$ cat config.mk
export PLATFORM = sky130hd
export DESIGN_NAME = bxlat_match
export DESIGN_NICKNAME = d
export VERILOG_FILES = /design/src/rtl/bxlat_pkg.sv /design/src/rtl/bxlat_regfile.sv /design/src/rtl/bxlat_entry.sv /design/src/rtl/bxlat_first_sel.sv /design/src/rtl/bxlat_match.sv
export SDC_FILE = /design/constraint.sdc
export NUM_CORES = 1
export LEC_CHECK = 0
export BUFFER_PORTS_ARGS = -buffer_cell sky130_fd_sc_hd__buf_4
export CAP_MARGIN = 5
export CELL_PAD_IN_SITES_DETAIL_PLACEMENT = 0
export CELL_PAD_IN_SITES_GLOBAL_PLACEMENT = 1
export CORE_MARGIN = 10
export CORE_UTILIZATION = 58
export CTS_BUF_LIST = sky130_fd_sc_hd__clkbuf_8
export DETAILED_ROUTE_END_ITERATION = 8
export GPL_ROUTABILITY_DRIVEN = 0
export PLACE_DENSITY = 0.86
export SETUP_SLACK_MARGIN = 0.1
export SLEW_MARGIN = 5
export SYNTH_ARGS = -nofsm -noshare
export SYNTH_HDL_FRONTEND = slang
export SYNTH_HIERARCHICAL = 1
export SYNTH_SLANG_ARGS = --single-unit
$ cat constraint.sdc
create_clock -name clk -period 5.2 [get_ports clk]
set_input_delay 0.78 -clock clk [delete_from_list [all_inputs] [get_ports clk]]
set_output_delay 0.78 -clock clk [all_outputs]
set_load 0.1 [all_outputs]
$ cat src/rtl/bxlat_pkg.sv
package bxlat_pkg;
   // bank selector encoding on the write port and request side
   localparam logic BANK_DATA = 1'b0;
   localparam logic BANK_CODE = 1'b1;

   // privilege enable bit positions in the upper word
   localparam int SUP_EN_BIT = 1;
   localparam int USR_EN_BIT = 0;

   // permission bit positions in the lower word
   localparam int PERM_RO_BIT = 0;
   localparam int PERM_RW_BIT = 1;

   typedef enum logic [1:0] {
      OUT_MISS = 2'd0,
      OUT_HIT  = 2'd1,
      OUT_PROT = 2'd2
   } outcome_e;

   function automatic logic access_allowed(input logic wr, input logic rd_ok,
                                           input logic wr_ok);
      return wr ? wr_ok : rd_ok;
   endfunction
endpackage

$ cat src/rtl/bxlat_regfile.sv
module bxlat_regfile #(
   parameter int ADDR_W  = 32,
   parameter int NUM_ENT = 4
) (
   input  logic                         clk,
   input  logic                         rst_n,
   input  logic                         wr_en,
   input  logic                         wr_bank,
   input  logic [$clog2(NUM_ENT)-1:0]   wr_idx,
   input  logic                         wr_upper,
   input  logic [ADDR_W-1:0]            wr_data,
   input  logic                         rd_bank,
   output logic [NUM_ENT*ADDR_W-1:0]    upper_flat,
   output logic [NUM_ENT*ADDR_W-1:0]    lower_flat
);
   localparam int IDX_W   = $clog2(NUM_ENT);
   localparam int N_BANKS = 2;

   logic [NUM_ENT*ADDR_W-1:0] bank_up [N_BANKS];
   logic [NUM_ENT*ADDR_W-1:0] bank_lo [N_BANKS];

   for (genvar b = 0; b < N_BANKS; b++) begin : g_bank
      for (genvar e = 0; e < NUM_ENT; e++) begin : g_ent
         logic [ADDR_W-1:0] up_q;
         logic [ADDR_W-1:0] lo_q;
         logic              sel;

         assign sel = wr_en && (wr_bank == 1'(b)) && (wr_idx == IDX_W'(e));

         always_ff @(posedge clk or negedge rst_n) begin
            if (!rst_n) begin
               up_q <= '0;
               lo_q <= '0;
            end else if (sel) begin
               if (wr_upper) up_q <= wr_data;
               else          lo_q <= wr_data;
            end
         end

         assign bank_up[b][e*ADDR_W +: ADDR_W] = up_q;
         assign bank_lo[b][e*ADDR_W +: ADDR_W] = lo_q;
      end
   end

   assign upper_flat = bank_up[rd_bank];
   assign lower_flat = bank_lo[rd_bank];
endmodule

$ cat src/rtl/bxlat_entry.sv
module bxlat_entry
   import bxlat_pkg::*;
#(
   parameter int ADDR_W   = 32,
   parameter int HI_W     = 4,
   parameter int BLK_W    = 11,
   parameter int MASK_LSB = 2
) (
   input  logic [ADDR_W-1:0] addr,
   input  logic              user,
   input  logic [ADDR_W-1:0] upper,
   input  logic [ADDR_W-1:0] lower,
   output logic              match,
   output logic [ADDR_W-1:0] paddr,
   output logic              rd_ok,
   output logic              wr_ok
);
   localparam int OFF_W   = ADDR_W - HI_W - BLK_W;
   localparam int BLK_LSB = OFF_W;
   localparam int HI_LSB  = ADDR_W - HI_W;

   logic [BLK_W-1:0] len_mask;
   logic [BLK_W-1:0] addr_blk;
   logic             hi_eq;
   logic             blk_eq;
   logic             priv_ok;

   assign len_mask = upper[MASK_LSB +: BLK_W];
   assign addr_blk = addr[BLK_LSB +: BLK_W];
   assign hi_eq    = addr[HI_LSB +: HI_W] == upper[HI_LSB +: HI_W];
   assign blk_eq   = (addr_blk & ~len_mask) == upper[BLK_LSB +: BLK_W];
   assign priv_ok  = user ? upper[USR_EN_BIT] : upper[SUP_EN_BIT];
   assign match    = hi_eq && blk_eq && priv_ok;

   assign paddr = {lower[HI_LSB +: HI_W],
                   (addr_blk & len_mask) | lower[BLK_LSB +: BLK_W],
                   addr[OFF_W-1:0]};

   assign wr_ok = lower[PERM_RW_BIT];
   assign rd_ok = lower[PERM_RW_BIT] | lower[PERM_RO_BIT];

   logic unused_fields;
   assign unused_fields = ^{upper[BLK_LSB-1:MASK_LSB+BLK_W],
                            lower[BLK_LSB-1:PERM_RW_BIT+1]};
endmodule

$ cat src/rtl/bxlat_first_sel.sv
module bxlat_first_sel #(
   parameter int ADDR_W  = 32,
   parameter int NUM_ENT = 4
) (
   input  logic [NUM_ENT-1:0]          hit_vec,
   input  logic [NUM_ENT*ADDR_W-1:0]   paddr_flat,
   input  logic [NUM_ENT-1:0]          rd_vec,
   input  logic [NUM_ENT-1:0]          wr_vec,
   output logic                        any,
   output logic [$clog2(NUM_ENT)-1:0]  idx,
   output logic [ADDR_W-1:0]           paddr,
   output logic                        rd_ok,
   output logic                        wr_ok
);
   localparam int IDX_W = $clog2(NUM_ENT);

   always_comb begin
      idx = '0;
      for (int i = NUM_ENT - 1; i >= 0; i--) begin
         if (hit_vec[i]) idx = IDX_W'(i);
      end
   end

   assign any   = |hit_vec;
   assign paddr = paddr_flat[int'(idx)*ADDR_W +: ADDR_W];
   assign rd_ok = rd_vec[idx];
   assign wr_ok = wr_vec[idx];
endmodule

$ cat src/rtl/bxlat_match.sv
module bxlat_match
   import bxlat_pkg::*;
#(
   parameter int ADDR_W   = 32,
   parameter int NUM_ENT  = 4,
   parameter int HI_W     = 4,
   parameter int BLK_W    = 11,
   parameter int MASK_LSB = 2
) (
   input  logic                        clk,
   input  logic                        rst_n,
   input  logic                        req_vld,
   input  logic [ADDR_W-1:0]           req_addr,
   input  logic                        req_code,
   input  logic                        req_wr,
   input  logic                        req_user,
   input  logic                        cfg_we,
   input  logic                        cfg_bank,
   input  logic [$clog2(NUM_ENT)-1:0]  cfg_idx,
   input  logic                        cfg_upper,
   input  logic [ADDR_W-1:0]           cfg_data,
   output logic                        rsp_vld,
   output logic                        rsp_hit,
   output logic                        rsp_miss,
   output logic                        rsp_prot_err,
   output logic [ADDR_W-1:0]           rsp_paddr,
   output logic                        rsp_rd_ok,
   output logic                        rsp_wr_ok,
   output logic [$clog2(NUM_ENT)-1:0]  rsp_idx,
   output logic [ADDR_W-1:0]           fault_addr
);
   localparam int IDX_W = $clog2(NUM_ENT);
   localparam int OFF_W = ADDR_W - HI_W - BLK_W;

   // elaboration-time parameter checks
   if (NUM_ENT < 2) begin : g_bad_ent
      $error("bxlat_match: NUM_ENT must be at least 2");
   end
   if (OFF_W < 1) begin : g_bad_split
      $error("bxlat_match: HI_W + BLK_W must leave an offset field");
   end
   if (MASK_LSB < 2 || MASK_LSB + BLK_W > OFF_W) begin : g_bad_mask
      $error("bxlat_match: length mask field overlaps another field");
   end

   logic [NUM_ENT*ADDR_W-1:0] upper_flat;
   logic [NUM_ENT*ADDR_W-1:0] lower_flat;
   logic [NUM_ENT*ADDR_W-1:0] paddr_flat;
   logic [NUM_ENT-1:0]        hit_vec;
   logic [NUM_ENT-1:0]        rd_vec;
   logic [NUM_ENT-1:0]        wr_vec;

   bxlat_regfile #(.ADDR_W(ADDR_W), .NUM_ENT(NUM_ENT)) u_regs (
      .clk       (clk),
      .rst_n     (rst_n),
      .wr_en     (cfg_we),
      .wr_bank   (cfg_bank),
      .wr_idx    (cfg_idx),
      .wr_upper  (cfg_upper),
      .wr_data   (cfg_data),
      .rd_bank   (req_code ? BANK_CODE : BANK_DATA),
      .upper_flat(upper_flat),
      .lower_flat(lower_flat)
   );

   for (genvar e = 0; e < NUM_ENT; e++) begin : g_win
      bxlat_entry #(
         .ADDR_W(ADDR_W), .HI_W(HI_W), .BLK_W(BLK_W), .MASK_LSB(MASK_LSB)
      ) u_ent (
         .addr (req_addr),
         .user (req_user),
         .upper(upper_flat[e*ADDR_W +: ADDR_W]),
         .lower(lower_flat[e*ADDR_W +: ADDR_W]),
         .match(hit_vec[e]),
         .paddr(paddr_flat[e*ADDR_W +: ADDR_W]),
         .rd_ok(rd_vec[e]),
         .wr_ok(wr_vec[e])
      );
   end

   logic              sel_any;
   logic [IDX_W-1:0]  sel_idx;
   logic [ADDR_W-1:0] sel_paddr;
   logic              sel_rd;
   logic              sel_wr;

   bxlat_first_sel #(.ADDR_W(ADDR_W), .NUM_ENT(NUM_ENT)) u_sel (
      .hit_vec   (hit_vec),
      .paddr_flat(paddr_flat),
      .rd_vec    (rd_vec),
      .wr_vec    (wr_vec),
      .any       (sel_any),
      .idx       (sel_idx),
      .paddr     (sel_paddr),
      .rd_ok     (sel_rd),
      .wr_ok     (sel_wr)
   );

   outcome_e nxt_out;
   always_comb begin
      if (!sel_any)                                   nxt_out = OUT_MISS;
      else if (access_allowed(req_wr, sel_rd, sel_wr)) nxt_out = OUT_HIT;
      else                                            nxt_out = OUT_PROT;
   end

   outcome_e out_q;

   always_ff @(posedge clk or negedge rst_n) begin
      if (!rst_n) begin
         rsp_vld    <= 1'b0;
         out_q      <= OUT_MISS;
         rsp_paddr  <= '0;
         rsp_rd_ok  <= 1'b0;
         rsp_wr_ok  <= 1'b0;
         rsp_idx    <= '0;
         fault_addr <= '0;
      end else begin
         rsp_vld <= req_vld;
         if (req_vld) begin
            out_q <= nxt_out;
            if (nxt_out == OUT_MISS) begin
               rsp_paddr  <= '0;
               rsp_rd_ok  <= 1'b0;
               rsp_wr_ok  <= 1'b0;
               rsp_idx    <= '0;
               fault_addr <= req_addr;
            end else begin
               rsp_paddr <= sel_paddr;
               rsp_rd_ok <= sel_rd;
               rsp_wr_ok <= sel_wr;
               rsp_idx   <= sel_idx;
            end
         end
      end
   end

   assign rsp_hit      = out_q == OUT_HIT;
   assign rsp_miss     = out_q == OUT_MISS;
   assign rsp_prot_err = out_q == OUT_PROT;
endmodule

-- After elaboration in Yosys (flattened, before gate mapping)
Index checks and enable logic that the tools add are counted.
- flip-flop bits (word level): 583
- input port bits: 75
- output and inout bits: 72
- logic and storage cells: 127
- order comparisons: 2
- equal/unequal tests: 13
- shift-type cells: 1
- mux-type cells: 26
- bitwise operators: 23
- reduce and logical (&&, ||, !) cells: 39
- operator list (operator ; number):
    $mux W128 ; 6
    $shiftx A128 B8 Y32 ; 1
    $and A11 B11 Y11 ; 8
    $eq A11 B11 Y1 ; 4
    $not A11 Y11 ; 4
    $or A11 B11 Y11 ; 4
    $reduce_and A2 Y1 ; 17
    $mux W32 ; 1
    $logic_and A1 B1 Y1 ; 18
    $eq A4 B4 Y1 ; 4
    $mux W2 ; 7
    $mux W1 ; 10
    $eq A2 B2 Y1 const B ; 3
    $logic_not A2 Y1 ; 3
    $bmux W1 S2 ; 2
    $eq A2 B1 Y1 const B ; 2
    $or A1 B1 Y1 ; 4
    $reduce_or A4 Y1 ; 1
    $lt A2 B3 Y1 const B ; 1
    $ge A2 B2 Y1 const B ; 1
    $not A1 Y1 ; 2
    $not A1 Y2 ; 1

-- Depth between registers and ports, before layout
- depth after elaboration: 21
- mapped depth: 14
- depth with buffers taken out: 10

-- Modules after synthesis
Netlist, hierarchy kept.
- modules (own cells, without submodules) (module ; times used ; cells an instance ; area an instance (um2) ; seq. area each (um2)):
    bxlat_regfile ; 1 ; 1419 ; 22138.7 ; 12812.3
    bxlat_match ; 1 ; 237 ; 2937.8 ; 1776.7
    bxlat_entry ; 4 ; 67 ; 536.8 ; 0.0
    bxlat_first_sel ; 1 ; 48 ; 883.3 ; 0.0

-- Worst setup path after synthesis
OpenSTA, ideal clock, no wires.
- path kind: in2reg
- start point: input port req_code
- end point: register out_q[1]
- library setup time: 0.064 ns
- arrival: 3.726 ns
- data required time: 5.136 ns
- setup slack: 1.410 ns
- stages on the path: 13
- path buffers: 3
- path through: clkbuf_1 -> clkbuf_1 -> mux2_2 -> nor2b_1 -> xnor2_2 -> nand4_1 -> nor4_2 -> nor2b_1 -> o21bai_1 -> buf_6 -> mux4_1 -> mux2i_1 -> a31o_2
- elaborated cells between the ends (all ways): 52
- those cells by class: 8 x eq/ne; 22 x mux; 13 x bitwise; 9 x reduce/logical
- RTL lines (what ; RTL line ; text):
    from (decl) ; bxlat_match.sv:14 ; input logic req_code,
    $mux W1 ; bxlat_match.sv:61 ; .rd_bank (req_code ? BANK_CODE : BANK_DATA),
    $not A1 Y2 (implied by the code) ; bxlat_regfile.sv:45 ; assign upper_flat = bank_up[rd_bank];
    $mux W128 (implied by the code) (3 in series) ; bxlat_regfile.sv:45 ;
    net upper_flat[69] ; bxlat_match.sv:46 ; logic [NUM_ENT*ADDR_W-1:0] upper_flat;
    $not A11 Y11 ; bxlat_entry.sv:31 ; assign blk_eq = (addr_blk & ~len_mask) == upper[BLK_LSB +: BLK_W];
    $and A11 B11 Y11 ; bxlat_entry.sv:31 ;
    $eq A11 B11 Y1 ; bxlat_entry.sv:31 ;
    $logic_and A1 B1 Y1 (2 in series) ; bxlat_entry.sv:33 ; assign match = hi_eq && blk_eq && priv_ok;
    net hit_vec[2] ; bxlat_match.sv:49 ; logic [NUM_ENT-1:0] hit_vec;
    $mux W2 (3 in series) ; bxlat_first_sel.sv:20 ; if (hit_vec[i]) idx = IDX_W'(i);
    $bmux W1 S2 ; bxlat_first_sel.sv:27 ; assign wr_ok = wr_vec[idx];
    $mux W1 (implied by the code) ; bxlat_first_sel.sv:27 ;
    net sel_wr ; bxlat_match.sv:85 ; logic sel_wr;
    $mux W1 ; bxlat_pkg.sv:22 ; return wr ? wr_ok : rd_ok;
    $mux W2 ; bxlat_match.sv:102 ; else if (access_allowed(req_wr, sel_rd, sel_wr)) nxt_out = OUT_HIT;
    $mux W2 ; bxlat_match.sv:101 ; if (!sel_any) nxt_out = OUT_MISS;
    to (signal assigned) ; bxlat_match.sv:120 ; out_q <= nxt_out;
    to (decl) ; bxlat_match.sv:106 ; outcome_e out_q;
The timed path passes the listed nets, and every way through them passes these cells. The select of a mux whose other input is x is not followed.
A chain may end at the register's enable or synchronous reset.

-- Worst setup path after layout
- start point: input port req_code
- end point: register rsp_paddr[25]
- elaborated cells between the ends (all ways): 63
- those cells by class: 8 x eq/ne; 1 x shift; 23 x mux; 21 x bitwise; 10 x reduce/logical
- RTL lines (what ; RTL line ; text):
    $mux W1 ; bxlat_match.sv:61 ;
    $not A1 Y2 (implied by the code) ; bxlat_regfile.sv:45 ;
    $mux W128 (implied by the code) (3 in series) ; bxlat_regfile.sv:45 ;
    net upper_flat[69] ; bxlat_match.sv:46 ;
    $not A11 Y11 ; bxlat_entry.sv:31 ;
    $and A11 B11 Y11 ; bxlat_entry.sv:31 ;
    $eq A11 B11 Y1 ; bxlat_entry.sv:31 ;
    $logic_and A1 B1 Y1 (2 in series) ; bxlat_entry.sv:33 ;
    net hit_vec[2] ; bxlat_match.sv:49 ;
    $mux W2 (3 in series) ; bxlat_first_sel.sv:20 ;
    $shiftx A128 B8 Y32 ; bxlat_first_sel.sv:25 ; assign paddr = paddr_flat[int'(idx)*ADDR_W +: ADDR_W];
    net sel_paddr[25] ; bxlat_match.sv:83 ; logic [ADDR_W-1:0] sel_paddr;
    $mux W32 ; bxlat_match.sv:121 ; if (nxt_out == OUT_MISS) begin
    to (signal assigned) ; bxlat_match.sv:128 ; rsp_paddr <= sel_paddr;
    to (decl) ; bxlat_match.sv:26 ; output logic [ADDR_W-1:0] rsp_paddr,
The timed path passes the listed nets, and every way through them passes these cells. The select of a mux whose other input is x is not followed.

==> run metrics <==
Comb pwr share=0.229; sw frac=0.278; area of the mapped netlist=between 20,000 and 25,000 um^2; post-CTS setup buffer count=0; Final nets=about 1,700; Setup crit end kind=flop; placed instance area=~23,000 um^2; final core utilization=0.653; Setup WS pre-CTS=~0.63 ns; Cell Pwr Density=~400 nW/um^2; RSZ-0062 raised after global routing=no; most frequent cells in the layout=mux2_2 (524), dfrtp_1 (431), buf_4 (170); clock power share=0.316; worst-skew pair later-pin latency=~0.6 ns; DP Cell Count=2,015; highest clock rate=approximately 250 MHz; crit path DAT=about 4.4 ns; antenna-violating nets left=0; vias in the first global route=between 10,000 and 15,000; Setup Skew=0.0198 ns; Stages on worst setup path=13; Rel. slew slack=0.188; GR Layer Usage met1=0.290; post-CTS sizing=0; Crit-path slowest cell=mux4_2; DR pass1 iterations=4; fin area=between 20,000 and 25,000 um^2; Critical Path Start Type=input pin; Worst R2R End=rsp_paddr[25]; chip height=213 um; DR WL/cell=around 24 um; Total Power=between 9 and 10 mW; worst-case reg-to-reg path depth=11; global-route wire length before repair=between 70,000 and 80,000 um; crit path buf inv count=3; Non-Filler Instances=about 2,100; Hold Vio Cnt, Final=0; Core Area=between 30,000 and 40,000 um^2; Worst path max stage delay=0.62 ns; Slew Limit Fails=0; Peak VDD IR=0.209 mV; r2r startpoint=u_regs/g_bank[1].g_ent[2].up_q[3]; initial core utilization=0.590; Die ar.=45,600 um^2; Syn. warnings=6; met2 Track Usage GR=0.382; largest net degree at the start of global routing=127; vias per inst=5.74; die extent in x=about 210 um; min Tclk post-route=around 3.9 ns; Fin Hold WS=around 0.23 ns; share of cells above drive strength 1=0.540; DRC violation count after routing=0; final setup vio count=0; top cell family by delay on the critical path=simple AND/OR/NAND/NOR gates; Min-Delay Path Class=input pin to async pin; GRT met3 Usage=0.0381; CTS Buffer Depth=3; initial drt markers=about 720; GRT Total Usage=0.224; I/O pin total=about 150; outcome=finished, final reports clean; LEAKAGE=10.8 nW; Final WS setup=roughly 1.3 ns; Max Cap Viol=0; worst-path cell chain=buf_6, buf_4, mux2_2, nor2b_1, xnor2_2, nand4_1, nor4_2, nor2b_1, o21bai_4, buf_4, mux4_2, nand3_1, o21ai_0; fin crit share=0.756; syn_nets=1,661; clk sinks=431; FP Rows=70; total routed wirelength=50,500 um; total CTS buffers=72; maximum fanout along the worst path=25; Least-Margin Pin Slew=1.21 ns; H-tree level count=3; most common cell after layout, fill and taps aside=mux2_2; r2r setup slk=~1.7 ns; GRT overflow=0; NetSw=approximately 2.7 mW; Crit Path Category=input pin to flop; number of fill cells=2,749; CTS Hold Buffers Added=0; CTS clk-pin slew, worst paths=roughly 0.060 ns; Syn Inst Count=1,586; CP required=about 5.7 ns; HPWL Detailed=about 32,000 um; CTS tree=done; Vias=about 12,000; PortBufs=142; final setup TNS=0 ns; Pint=roughly 6.9 mW; busiest grt layer=met2; initial antenna violation count=1; clock root buffer=clkbuf_8; Seq pwr share=0.455; syn avg cell area=around 14 um^2; P&R area growth vs syn=10.6%
worst max-delay path by stage:
stage,start,to,slack [ns]
floorplan,req_code,out_q[1],1.45
global placement,req_code,rsp_paddr[25],0.68
detailed placement,req_code,rsp_paddr[25],0.63
CTS,req_code,rsp_paddr[25],1.27
global route,req_code,rsp_paddr[25],1.07
finish,req_code,rsp_paddr[25],1.27
area by class of cell:
class | instances | area (um^2) | share of cell area
Sequential cell | 431 | 10800 | 0.449
Multi-Input combinational cell | 899 | 9560 | 0.398
Timing Repair Buffer | 179 | 1440 | 0.0601
Clock buffer | 96 | 1320 | 0.0550
Tap cell | 468 | 586 | 0.0244
Clock inverter | 34 | 166 | 0.00693
Inverter | 38 | 143 | 0.00594
Antenna cell | 1 | 2.50 | 0.000104
power groups by stage:
stage          Sequential, mW  Combinational, mW  Clock, mW
2_1_floorplan            4.49               1.58          0
3_3_place_gp             4.34               2.14          0
3_5_place_dp             4.40               2.20          0
4_1_cts                  4.35               2.21       3.10
5_1_grt                  4.43               2.35       3.27
6_report                 4.35               2.19       3.02
registers in the layout, indices dropped and copies added, names as in the netlist:
name,flops
fault_addr,32
rsp_idx,2
rsp_vld,1
u_regs/g_bank.g_ent.up_q,224
out_q,2
rsp_wr_ok,1
rsp_paddr,32
u_regs/g_bank.g_ent.lo_q,136
rsp_rd_ok,1
per-layer routing:
metal / vias up / wire length [um] / share of wire
met1: 6462 / 21800 / 0.43
met4: 0 / 965 / 0.019
met2: 223 / 25500 / 0.51
met5: - / 0 / 0
li1: 5564 / - / -
met3: 69 / 2110 / 0.042
Note: power is estimated with default switching activity, not from simulation.
